--- src/rtl/bcd_ctr_pkg.sv ---
package bcd_ctr_pkg;

   // Action taken on the next rising edge, listed by falling precedence
   typedef enum logic [1:0] {
      ACT_CLEAR = 2'd0,
      ACT_LOAD  = 2'd1,
      ACT_COUNT = 2'd2,
      ACT_HOLD  = 2'd3
   } ctr_act_e;

endpackage

--- src/rtl/bcd_act_select.sv ---
module bcd_act_select
   import bcd_ctr_pkg::*;
#(
   parameter bit ASYNC_RST = 1'b0
) (
   input  logic     rst_n,
   input  logic     load_n,
   input  logic     en_p,
   input  logic     en_t,
   output ctr_act_e act
);

   logic clear_req;

   generate
      if (ASYNC_RST) begin : g_async_clr
         // the register clears itself; no clocked clear is requested
         assign clear_req = 1'b0;
      end else begin : g_sync_clr
         assign clear_req = ~rst_n;
      end
   endgenerate

   always_comb begin
      if (clear_req)          act = ACT_CLEAR;
      else if (!load_n)       act = ACT_LOAD;
      else if (en_p && en_t)  act = ACT_COUNT;
      else                    act = ACT_HOLD;
   end

endmodule

--- src/rtl/bcd_next_digit.sv ---
module bcd_next_digit
   import bcd_ctr_pkg::*;
#(
   parameter int DIGIT_W = 4,
   parameter int MODULUS = 10
) (
   input  ctr_act_e           act,
   input  logic [DIGIT_W-1:0] cur,
   input  logic [DIGIT_W-1:0] din,
   output logic [DIGIT_W-1:0] nxt
);

   localparam logic [DIGIT_W-1:0] TERM = DIGIT_W'(MODULUS - 1);
   localparam logic [DIGIT_W-1:0] ONE  = DIGIT_W'(1);

   logic [DIGIT_W-1:0] incr;

   // terminal and out-of-range values both return to zero
   assign incr = (cur >= TERM) ? '0 : cur + ONE;

   always_comb begin
      unique case (act)
         ACT_CLEAR: nxt = '0;
         ACT_LOAD:  nxt = din;
         ACT_COUNT: nxt = incr;
         default:   nxt = cur;
      endcase
   end

endmodule

--- src/rtl/bcd_digit_reg.sv ---
module bcd_digit_reg #(
   parameter int DIGIT_W   = 4,
   parameter bit ASYNC_RST = 1'b0
) (
   input  logic               clk,
   input  logic               rst_n,
   input  logic [DIGIT_W-1:0] nxt,
   output logic [DIGIT_W-1:0] cur
);

   generate
      if (ASYNC_RST) begin : g_async
         always_ff @(posedge clk or negedge rst_n) begin
            if (!rst_n) cur <= '0;
            else        cur <= nxt;
         end
      end else begin : g_sync
         // clear is folded into nxt by the action selector
         always_ff @(posedge clk) begin
            cur <= nxt;
         end
      end
   endgenerate

endmodule

--- src/rtl/bcd_tc_decode.sv ---
module bcd_tc_decode #(
   parameter int DIGIT_W = 4,
   parameter int MODULUS = 10
) (
   input  logic [DIGIT_W-1:0] cur,
   input  logic               en_t,
   output logic               tc
);

   localparam logic [DIGIT_W-1:0] TERM = DIGIT_W'(MODULUS - 1);

   // full equality, so out-of-range codes sharing set bits never match
   assign tc = en_t && (cur == TERM);

endmodule

--- src/rtl/bcd_decade_counter.sv ---
module bcd_decade_counter
   import bcd_ctr_pkg::*;
#(
   parameter int DIGIT_W   = 4,
   parameter int MODULUS   = 10,
   parameter bit ASYNC_RST = 1'b0
) (
   input  logic               clk,
   input  logic               rst_n,
   input  logic               load_n,
   input  logic               cnt_en_p,
   input  logic               cnt_en_t,
   input  logic [DIGIT_W-1:0] din,
   output logic [DIGIT_W-1:0] q,
   output logic               tc
);

   localparam logic [DIGIT_W-1:0] TERM = DIGIT_W'(MODULUS - 1);

   generate
      if (DIGIT_W < 1 || DIGIT_W > 16) begin : g_bad_width
         $error("bcd_decade_counter: DIGIT_W out of range");
      end
      if (MODULUS < 2 || MODULUS > (1 << DIGIT_W)) begin : g_bad_mod
         $error("bcd_decade_counter: MODULUS does not fit DIGIT_W");
      end
   endgenerate

   ctr_act_e           act;
   logic [DIGIT_W-1:0] nxt;

   bcd_act_select #(.ASYNC_RST(ASYNC_RST)) u_act (
      .rst_n (rst_n),
      .load_n(load_n),
      .en_p  (cnt_en_p),
      .en_t  (cnt_en_t),
      .act   (act)
   );

   bcd_next_digit #(.DIGIT_W(DIGIT_W), .MODULUS(MODULUS)) u_next (
      .act(act),
      .cur(q),
      .din(din),
      .nxt(nxt)
   );

   bcd_digit_reg #(.DIGIT_W(DIGIT_W), .ASYNC_RST(ASYNC_RST)) u_reg (
      .clk  (clk),
      .rst_n(rst_n),
      .nxt  (nxt),
      .cur  (q)
   );

   bcd_tc_decode #(.DIGIT_W(DIGIT_W), .MODULUS(MODULUS)) u_tc (
      .cur (q),
      .en_t(cnt_en_t),
      .tc  (tc)
   );

   AST_WRAP_TO_ZERO: assert property (@(posedge clk) disable iff (!rst_n)
      (load_n && cnt_en_p && cnt_en_t && q == TERM) |=> (q == '0));

   AST_LOAD_TAKES_DIN: assert property (@(posedge clk) disable iff (!rst_n)
      (!load_n) |=> (q == $past(din)));

   AST_HOLD_WHEN_GATED: assert property (@(posedge clk) disable iff (!rst_n)
      (load_n && !(cnt_en_p && cnt_en_t)) |=> $stable(q));

   AST_TC_NEEDS_TRICKLE: assert property (@(posedge clk) disable iff (!rst_n)
      (!cnt_en_t) |-> (!tc));

   AST_TC_ONLY_TERMINAL: assert property (@(posedge clk) disable iff (!rst_n)
      tc |-> (q == TERM));

   AST_COUNT_LANDS_LEGAL: assert property (@(posedge clk) disable iff (!rst_n)
      (load_n && cnt_en_p && cnt_en_t) |=> (q <= TERM));

endmodule

--- config.mk ---
export PLATFORM = sky130hd
export DESIGN_NAME = bcd_decade_counter
export DESIGN_NICKNAME = d
export VERILOG_FILES = /design/src/rtl/bcd_ctr_pkg.sv /design/src/rtl/bcd_act_select.sv /design/src/rtl/bcd_next_digit.sv /design/src/rtl/bcd_digit_reg.sv /design/src/rtl/bcd_tc_decode.sv /design/src/rtl/bcd_decade_counter.sv
export SDC_FILE = /design/constraint.sdc
export NUM_CORES = 1
export LEC_CHECK = 0
export ABC_AREA = 1
export BUFFER_PORTS_ARGS = -buffer_cell sky130_fd_sc_hd__buf_4
export CORE_AREA = 2 2 39 41
export CTS_BUF_LIST = sky130_fd_sc_hd__clkbuf_8 sky130_fd_sc_hd__clkbuf_16
export DETAILED_ROUTE_END_ITERATION = 6
export DIE_AREA = 0 0 41 43
export GPL_TIMING_DRIVEN = 0
export PLACE_DENSITY = 0.55
export SKIP_CTS_REPAIR_TIMING = 1
export SYNTH_ARGS = -nofsm -noshare
export SYNTH_HDL_FRONTEND = slang
export SYNTH_SLANG_ARGS = --single-unit
--- constraint.sdc ---
create_clock -name clk -period 1.2 [get_ports clk]
set_input_delay 0.18 -clock clk [delete_from_list [all_inputs] [get_ports clk]]
set_output_delay 0.18 -clock clk [all_outputs]
set_load 0.01 [all_outputs]
Word-level counts from Yosys, hierarchy flattened. Cells that the tools add are included.

Bitwise operators: 0. Multiply operators: 0. Reduce and logical (&&, ||, !) cells: 4. Magnitude comparators: 1. Equality and inequality tests: 3. Shifts and indexed selects: 0. Div/mod/pow operators: 0. $add $sub $neg: 1. Multiplexer cells: 5.

Operators with widths (number): 4-bit case mux with 3 select lines (1); 4-bit by 1-bit adder with 4-bit output (second input constant) (1); 4-bit == test (second input constant) (1); 4-bit >= comparator (second input constant) (1); 2-bit two-way mux (2); 4-bit two-way mux (1); 3-bit nonzero test (1); 2-bit by 1-bit == test with 1-bit output (second input constant) (1); 2-bit == test (second input constant) (1); 1-bit logical AND (2); 2-bit logical NOT (1); 1-bit two-way mux (1).

RAM bits: 0. Logic and storage cells: 15. Output and inout port bits: 5. Bits in read-only memories: 0. Flip-flop bits (word level): 4. Bits in latches: 0. Memories: 0. Input port bits: 9.

Depth between registers and ports, before layout. Gate-level depths: netlist of run 1.

Depth after elaboration: 6. Mapped depth: 7. Depth with buffers taken out: 7.

Cells and area by module. A second synthesis of run 1 with hierarchy kept.

Cells, all modules: 55. Area, all modules: 345.3 um^2.

Modules (own cells, without submodules): bcd_next_digit (times used 1, sequential area each 0.0 um^2, cells an instance 41, area an instance 217.7 um^2); bcd_digit_reg (times used 1, sequential area each 80.1 um^2, cells an instance 4, area an instance 80.1 um^2); bcd_tc_decode (times used 1, sequential area each 0.0 um^2, cells an instance 5, area an instance 27.5 um^2); bcd_act_select (times used 1, sequential area each 0.0 um^2, cells an instance 5, area an instance 20.0 um^2).

Worst setup path before layout of run 1. Ideal clock, no wire load.

Kind: reg2reg. From: register u_reg.cur[0]. To: register u_reg.cur[2] (data pin). Stages on the path, launching flop included: 5. Buffers on the path: 0. Path slack: -0.085 ns. Library setup time: 0.253 ns. Data arrival time: 1.032 ns. Period minus slack after synthesis: 1.285 ns. Data required time: 0.947 ns. Path through: edfxtp_1 -> ha_1 -> xor2_2 -> nand3_1 -> nand2_1.

Word-level cells in the longest chain between the ends: 3. Elaborated cells on any way between the ends: 4. Those cells by class: add/sub (1); order compare (1); mux (2).

Ends and longest elaborated chain: from (decl) (line bcd_digit_reg.sv:8) `output logic [DIGIT_W-1:0] cur`; from (signal assigned) (line bcd_digit_reg.sv:20) `cur <= nxt;`; 4-bit by 1-bit adder with 4-bit output or 4-bit >= comparator (tied branches) (line bcd_next_digit.sv:19) `assign incr = (cur >= TERM) ? '0 : cur + ONE;`; 4-bit two-way mux * (line bcd_next_digit.sv:19); 4-bit case mux with 3 select lines * (line bcd_next_digit.sv:22) `unique case (act)`; named net nxt[2] (line bcd_decade_counter.sv:30) `logic [DIGIT_W-1:0] nxt;`.

Mark *: on every way through the listed nets, which the timed path passes. The rest lies on a longest branch. A chain may end at the register's enable or synchronous reset.

Final worst setup path of run 1.
From: register u_reg.cur[1]. To: output port tc.

Word-level cells in the longest chain between the ends: 2.

Ends and longest elaborated chain: 4-bit == test (line bcd_tc_decode.sv:13) `assign tc = en_t && (cur == TERM);`; 1-bit logical AND (line bcd_tc_decode.sv:13); to (decl) (line bcd_decade_counter.sv:15) `output logic tc`.

No other way between the ends.

==> results of run 1 <==
==> power by group through the flow <==
stage | clock [mW] | combinational (mW) | sequential [mW]
after floorplan | 0 | 0.0448 | 0.191
after global placement | 0 | 0.0993 | 0.189
after detailed placement | 0 | 0.0993 | 0.188
after CTS | 0.284 | 0.0998 | 0.187
after global routing | 0.284 | 0.151 | 0.188
final | 0.279 | 0.137 | 0.186
==> critical path, stage by stage, from the launching register on <==
cell and delay, ns:
edfxtp_1 0.41, inv_2 0.10, ha_4 0.13, nand2_2 0.04, nor3_2 0.10, buf_4 0.14
==> cell families after synthesis <==
logic type               after synthesis  share of synthesized area
XOR/XNOR                               1                     0.0518
adder cells (fa/ha/maj)                3                      0.120
buffers and inverters                  4                     0.0478
flip-flops                             4                      0.382
AND/OR/NAND/NOR                       25                      0.398
==> Yosys cell counts, drive strengths merged <==
cell type,number,area [µm²]
nor3,1,5.00
inv,4,15.0
xor2,1,16.3
edfxtp,4,120
nand3,10,50.1
nor2,2,15.0
nand4,1,6.26
nand2,11,48.8
ha,3,37.5
==> final timing paths <==
path | start | to | cells after the start
hold reg to reg | u_reg.cur[3]$_DFFE_PP_ | u_reg.cur[3]$_DFFE_PP_ | 4
hold / removal | din[3] | u_reg.cur[3]$_DFFE_PP_ | 3
setup / recovery | u_reg.cur[1]$_DFFE_PP_ | tc | 5
setup reg to reg | u_reg.cur[0]$_DFFE_PP_ | u_reg.cur[3]$_DFFE_PP_ | 6
==> final cells by class <==
type | instances | area, µm² | share of cell area
clock buffers | 3 | 41.3 | 0.0753
well taps | 16 | 20.0 | 0.0365
inverters | 4 | 15.0 | 0.0274
flip-flops and latches | 4 | 120 | 0.219
multi-input cells | 29 | 201 | 0.368
repair buffers | 19 | 150 | 0.274
==> per-stage QoR <==
stage               worst slack [ns]  std cells  area [µm²]
CTS                           -0.246         69         475
global route                  -0.172         75         548
global placement             -0.0812         66         434
finish                        -0.109         75         548
floorplan                    -0.0560         37         317
detailed placement           -0.0939         66         434
==> layer usage <==
layer | vias to the layer above | track usage | part of all wire
met3 | 2 | 0.0157 | 0.061
li1 | 168 | - | -
met4 | 0 | 0.0800 | 0.022
met1 | 133 | 0.0980 | 0.42
met5 | - | 0 | 0
met2 | 12 | 0.103 | 0.49
==> impl_metrics.toml, run 1 <==
[cts]
cts.path.max_buffers = 2
clock-root-buffer = "clkbuf_8"
cts.sinks = 4
cts_tree = "yes"
clk_pin_slew_ns = 0.03
cts_buffers = 3
cts_max_level = 1
clk_latency_ns = 0.21

[detailed_routing]
drt-initial-drc-count = 6
drt-total-wl_um = 672
via_per_inst = 4.20
vias = 315
drtAntennaViolNets = 0
wl_per_cell_um = 8.96
remaining_drc_errors = 0
firstDrtPassIters = 2

[timing]
setup_ws_ns = -0.109
slew_viol_final = 0
rsz0062_at_grt = "true"
fin_crit_sh = 1.09
period_needed_ns = 1.31
worst_hold_slack_ns = 0.274
relSlewSlack = 0.830
worstMarginPinSlew_ns = 0.255
setup_viol = 6
hold_violations = 0
skew_ns = 0.00183
timing.fmax_mhz = 764
setup_tns_ns = -0.459

[yosys]
ys_warn_count = 0
netlist_area_um2 = 314
synth.distinct_cells = 11
syn_nets = 49
synth.avg_cell_area_um2 = 8.49
synth_cells = 37
ys_seq_area_frac = 0.382
synth.ff_latch_count = 4

[global_route]
grt_overflow = 0
track_usage = 0.0787
grt_pass1_wl_um = 897
grt_start_max_net_pins = 7
antenna_found_initial = 0
grt_pass1_vias = 258

[critical_path]
endpoint_kind = "primary output"
critPathKind = "register to primary output"
reg2reg_slack_ns = -0.09
crit_path_start_kind = "register"
cp.arrival_ns = 1.13
crit_required_ns = 1.02
worstPathMaxFanout = 3

[final_layout]
top_register = "u_reg.cur"
layout_commonest_cell = "buf_4"
top_regs = "u_reg.cur (4)"
final_nets = 73
largest_reg_flops = 4
area_growth_pct = 74.5
final_core_util = 0.396
final_cell_mix = "buf_4, nand3_1, nand2_1, nand2_2, edfxtp_1"
diodes = 0
filler_cell_count = 150
drive_gt1_frac = 0.542

[floorplanning]
die_h_um = 43
io-pin-count = 14
initial_core_util = 0.227
core-area_um2 = 1380
num_rows = 14
die-area_um2 = 1760
die_x_um = 41

[placed_design]
dpl.hpwl_um = 487
io_buffers = 13
gp_congestion = 0.735

[pwr]
p_leak_nw = 0.264
p_switching_mw = 0.142
pwr-share-comb = 0.228
ir_worst_vdd_v = 0.000361
power_frac_seq = 0.309
total_power_mw = 0.602
p_int_mw = 0.459
swShare = 0.237
pwr-share-clk = 0.464
powerDensity_nw_per_um2 = 1100

[run_status]
violations = "setup timing"
status = "finished with violations"

[worst_hold_path]
hp-class = "primary input to register"

[run]
maxCapViolCount = 0
No activity file was read; power rests on OpenSTA's default activity.
==> run 2, diff against run 1 <==
Settings changed: GPL_TIMING_DRIVEN 0 to unset, REMOVE_ABC_BUFFERS set to 1.
==> run 2 against run 1 <==
The flow still finishes with violations (setup timing). Largest power group unchanged. Hold slack gained 0.0044 ns. First-iteration DRC count shrank 100%. Wire length decreased by 3.0%. Sequential share of layout area grew 0.41 points. Utilization down 0.72 points. Design area fell by 1.8%. Clock-buffer cell count unchanged. Non-clock buffer count shrank 2. Critical path depth is the same. Clock power fell by 2%. Flip-flop and latch count unchanged. Largest cell class unchanged. Power is 2.3% lower.
==> impl_metrics.toml, run 2 (same netlist as run 1, synthesis figures left out) <==
[final_layout]
filler_cell_count = 146
final_cell_mix = "buf_4, nand3_1, nand2_1, nand2_2, edfxtp_1"
final_core_util = 0.389
area_growth_pct = 71.3
regArea_um2 = 120
drive_gt1_frac = 0.579
top_register = "u_reg.cur"
multiInputGateArea_um2 = 214
top_regs = "u_reg.cur (4)"
diodes = 0
largest_reg_flops = 4
final_cell_area_um2 = 538
final_nets = 71
layout_commonest_cell = "buf_4"

[pwr]
ir_worst_vdd_v = 0.000483
p_leak_nw = 0.251
powerDensity_nw_per_um2 = 1090

[timing]
slew_viol_final = 0
timing.fmax_mhz = 760
setup_ws_ns = -0.116
rsz0062_at_grt = "true"
hold_violations = 0
fin_crit_sh = 1.10
skew_ns = 0.00331
period_needed_ns = 1.32
setup_viol = 5
relSlewSlack = 0.827
setup_tns_ns = -0.377
worstMarginPinSlew_ns = 0.260
worst_hold_slack_ns = 0.278

[critical_path]
crit_path_start_kind = "register"
ff2ff_path_depth = 5
endpoint_kind = "primary output"
worstPathMaxFanout = 3
critPathKind = "register to primary output"
cp.arrival_ns = 1.14
crit_required_ns = 1.02
reg2reg_slack_ns = -0.09

[worst_hold_path]
hp-class = "primary input to register"
hold_path_depth = 3

[detailed_routing]
drtAntennaViolNets = 0
firstDrtPassIters = 1
wl_per_cell_um = 8.93
drt-initial-drc-count = 0
vias = 316
remaining_drc_errors = 0
via_per_inst = 4.33
drt-total-wl_um = 652

[placed_design]
io_buffers = 13
preCtsSetupSlack_ns = -0.0559
dpl.hpwl_um = 560
gp_congestion = 0.698
placed_area_um2 = 447

[global_route]
grt_overflow = 0
grt_pass1_vias = 266
antenna_found_initial = 0
grt_start_max_net_pins = 7
track_usage = 0.0879
grt_pass1_wl_mm = 1.02

[cts]
clk_pin_slew_ns = 0.03
cts_tree = "yes"
cts.sinks = 4
cts_buffers = 3
clock-root-buffer = "clkbuf_8"
clk_latency_ns = 0.21
cts_max_level = 1
cts.path.max_buffers = 2

[floorplanning]
initial_core_util = 0.227
die_h_um = 43
core-area_um2 = 1380
die-area_um2 = 1760
io-pin-count = 14
die_x_um = 41
num_rows = 14

[run_status]
violations = "setup timing"
status = "finished with violations"

[run]
maxCapViolCount = 0
==> run 2: cell types whose count changed in the layout (fill, tap and decap cells not counted), sizes merged <==
cell	change
buf	-2
==> run 2: layout make-up <==
type,instances,area share
repair buffers,17,0.237
multi-input cells,29,0.398
clock buffers,3,0.0767
well taps,16,0.0372
inverters,4,0.0279
flip-flops and latches,4,0.223
==> run 2: through the flow <==
stage                     total power [mW]  instances
after floorplan                      0.235         37
after CTS                            0.578         71
final                                0.588         73
after global routing                 0.625         73
after detailed placement             0.297         68
after global placement               0.296         68
==> run 2: per-layer routing <==
metal,wire [µm],track usage,share of wire,vias up
li1,-,-,-,164
met1,258,0.0918,0.40,140
met2,341,0.147,0.52,12
met3,53,0.0314,0.081,0
met4,0,0.0400,0,0
met5,0,0,0,-
==> run 2: path summary, 6_finish.rpt <==
| kind | start | endpoint |
|---|---|---|
| setup reg to reg | u_reg.cur[1]$_DFFE_PP_ | u_reg.cur[2]$_DFFE_PP_ |
| setup / recovery | u_reg.cur[1]$_DFFE_PP_ | tc |
| hold reg to reg | u_reg.cur[3]$_DFFE_PP_ | u_reg.cur[3]$_DFFE_PP_ |
| hold / removal | din[0] | u_reg.cur[0]$_DFFE_PP_ |
==> run 2: report_power, final <==
part	switching (mW)	internal, mW
logic	0.0594	0.0681
clock network	0.0614	0.213
registers	0.0170	0.169
==> run 2: critical path: stages (launching register included) <==
cell and delay, ns:
edfxtp_1 0.42, inv_2 0.11, ha_4 0.13, nand2_2 0.04, nor3_2 0.09, buf_4 0.14
==> run 3, diff against run 2 <==
Settings changed: PLACE_DENSITY 0.55 to 0.54.
Clock period 1.2 ns to 1.5 ns, I/O delays scaled along.
==> run 3 against run 2 <==
The run now ends clean. Non-clock buffer count grew 1. Combinational power shrank 22%. Clock-buffer cell count is the same. Via count shrank 0.95%. Clock skew shrank 0.0021 ns.
==> impl_metrics.toml, run 3 (same netlist as run 1, synthesis figures left out) <==
[pwr]
p_int_mw = 0.360
power_frac_seq = 0.310
p_leak_nw = 0.258
powerDensity_nw_per_um2 = 925
swShare = 0.237
pwr-share-clk = 0.480
p_switching_mw = 0.112
total_power_mw = 0.472
pwr-share-comb = 0.211
ir_worst_vdd_v = 0.000402

[final_layout]
final_cell_mix = "buf_4, nand3_1, nand2_1, edfxtp_1"
drive_gt1_frac = 0.466
instances_no_fill = 74
filler_cell_count = 154
largest_reg_flops = 4
top_regs = "u_reg.cur (4)"
layout_commonest_cell = "buf_4"
final_core_util = 0.369
top_register = "u_reg.cur"
area_growth_pct = 62.6
final_nets = 72
diodes = 0

[global_route]
antenna_found_initial = 0
grt_pass1_wl_mm = 1.01
grt_pass1_vias = 264
track_usage = 0.0859
grt_overflow = 0
grt_start_max_net_pins = 7

[floorplanning]
num_rows = 14
die_h_um = 43
core-area_um2 = 1380
initial_core_util = 0.227
io-pin-count = 14
die-area_um2 = 1760
die_x_um = 41

[detailed_routing]
drt-initial-drc-count = 1
vias = 313
firstDrtPassIters = 2
drt-total-wl_um = 706
wl_per_cell_um = 9.54
drtAntennaViolNets = 0
via_per_inst = 4.23
remaining_drc_errors = 0

[cts]
cts.path.max_buffers = 2
cts_max_level = 1
cts_buffers = 3
clock-root-buffer = "clkbuf_8"
cts.sinks = 4
cts_tree = "yes"
clk_pin_slew_ns = 0.03
clk_latency_ns = 0.22

[timing]
rsz0062_at_grt = "false"
fin_crit_sh = 0.941
worstMarginPinSlew_ns = 0.233
timing.fmax_mhz = 708
slew_viol_final = 0
relSlewSlack = 0.845
period_needed_ns = 1.41
skew_ns = 0.00118
setup_viol = 0
hold_violations = 0
setup_tns_ns = 0

[critical_path]
worstPathMaxFanout = 3
cp.arrival_ns = 1.19
crit_path_start_kind = "register"
cp.depth = 5
crit_required_ns = 1.27
crit_buf_inv = 2
critPathKind = "register to primary output"
ff2ff_path_depth = 5
cp-startpoint = "u_reg.cur[1]$_DFFE_PP_"
critPathSlowestCell = "edfxtp_1"
endpoint_kind = "primary output"
cp_top_family = "flip-flops"
cp_slowest_stage_delay_ns = 0.41
crit_chain = "inv_2 > ha_1 > nand2_1 > nor3_1 > buf_4"
r2r-start = "u_reg.cur[0]$_DFFE_PP_"

[placed_design]
gp_congestion = 0.682
io_buffers = 13
dp.cells = 66

[run]
maxCapViolCount = 0

[worst_hold_path]
hp-class = "primary input to register"
min_from = "din[0]"
hold_path_depth = 3

[run_status]
status = "complete, no violations"
## run 3: changes by cell type in the layout (fill, tap and decap cells not counted), moves of 2 or more
cell     previous run  this run
ha_1                0         3
ha_2                2         0
nand3_1             8        10
nand3_2             2         0
## run 3: cell type report
cell class / instances / area (µm²) / share of cell area
Tap cell: 16 / 20.0 / 0.0392
Sequential cell: 4 / 120 / 0.235
Clock buffer: 3 / 41.3 / 0.0809
Inverter: 4 / 15.0 / 0.0294
Timing Repair Buffer: 18 / 135 / 0.265
Multi-Input combinational cell: 29 / 179 / 0.350
## run 3: through the flow
stage	hold slack [ns]	instance area (µm²)	setup slack, ns
3_5_place_dp	0.539	432	0.182
2_1_floorplan	0.439	314	0.215
6_report	0.314	510	0.0883
3_3_place_gp	0.539	432	0.183
5_1_grt	0.336	510	0.0106
4_1_cts	0.316	473	-0.000794
## run 3: power groups by stage
stage / logic [mW] / clock network [mW] / registers, mW
floorplan: 0.0357 / 0 / 0.152
global placement: 0.0792 / 0 / 0.151
detailed placement: 0.0797 / 0 / 0.151
CTS: 0.0806 / 0.230 / 0.150
global route: 0.112 / 0.237 / 0.147
finish: 0.0995 / 0.226 / 0.146
## run 3: path summary, 6_finish.rpt
| check | to | slack, ns |
|---|---|---|
| worst max-delay path | tc | 0.09 |
| worst min-delay path | u_reg.cur[0]$_DFFE_PP_ | 0.31 |
| worst max register to register | u_reg.cur[2]$_DFFE_PP_ | 0.16 |
| worst min register to register | u_reg.cur[3]$_DFFE_PP_ | 0.76 |
## run 3: metal layers
layer / track usage / wire length (µm) / vias to the layer above
met3: 0.0157 / 39 / 2
met2: 0.134 / 329 / 13
met5: 0 / 0 / -
li1: - / - / 168
met4: 0.0600 / 16 / 0
met1: 0.0984 / 321 / 130
## run 3: worst register-to-register path: cells and delay by family, from the launching register on
family                   cells  cell delay (ns)
XOR/XNOR                     1             0.18
adder cells (fa/ha/maj)      1             0.22
flip-flops                   1             0.41
buffers and inverters        1             0.16
AND/OR/NAND/NOR              2             0.13
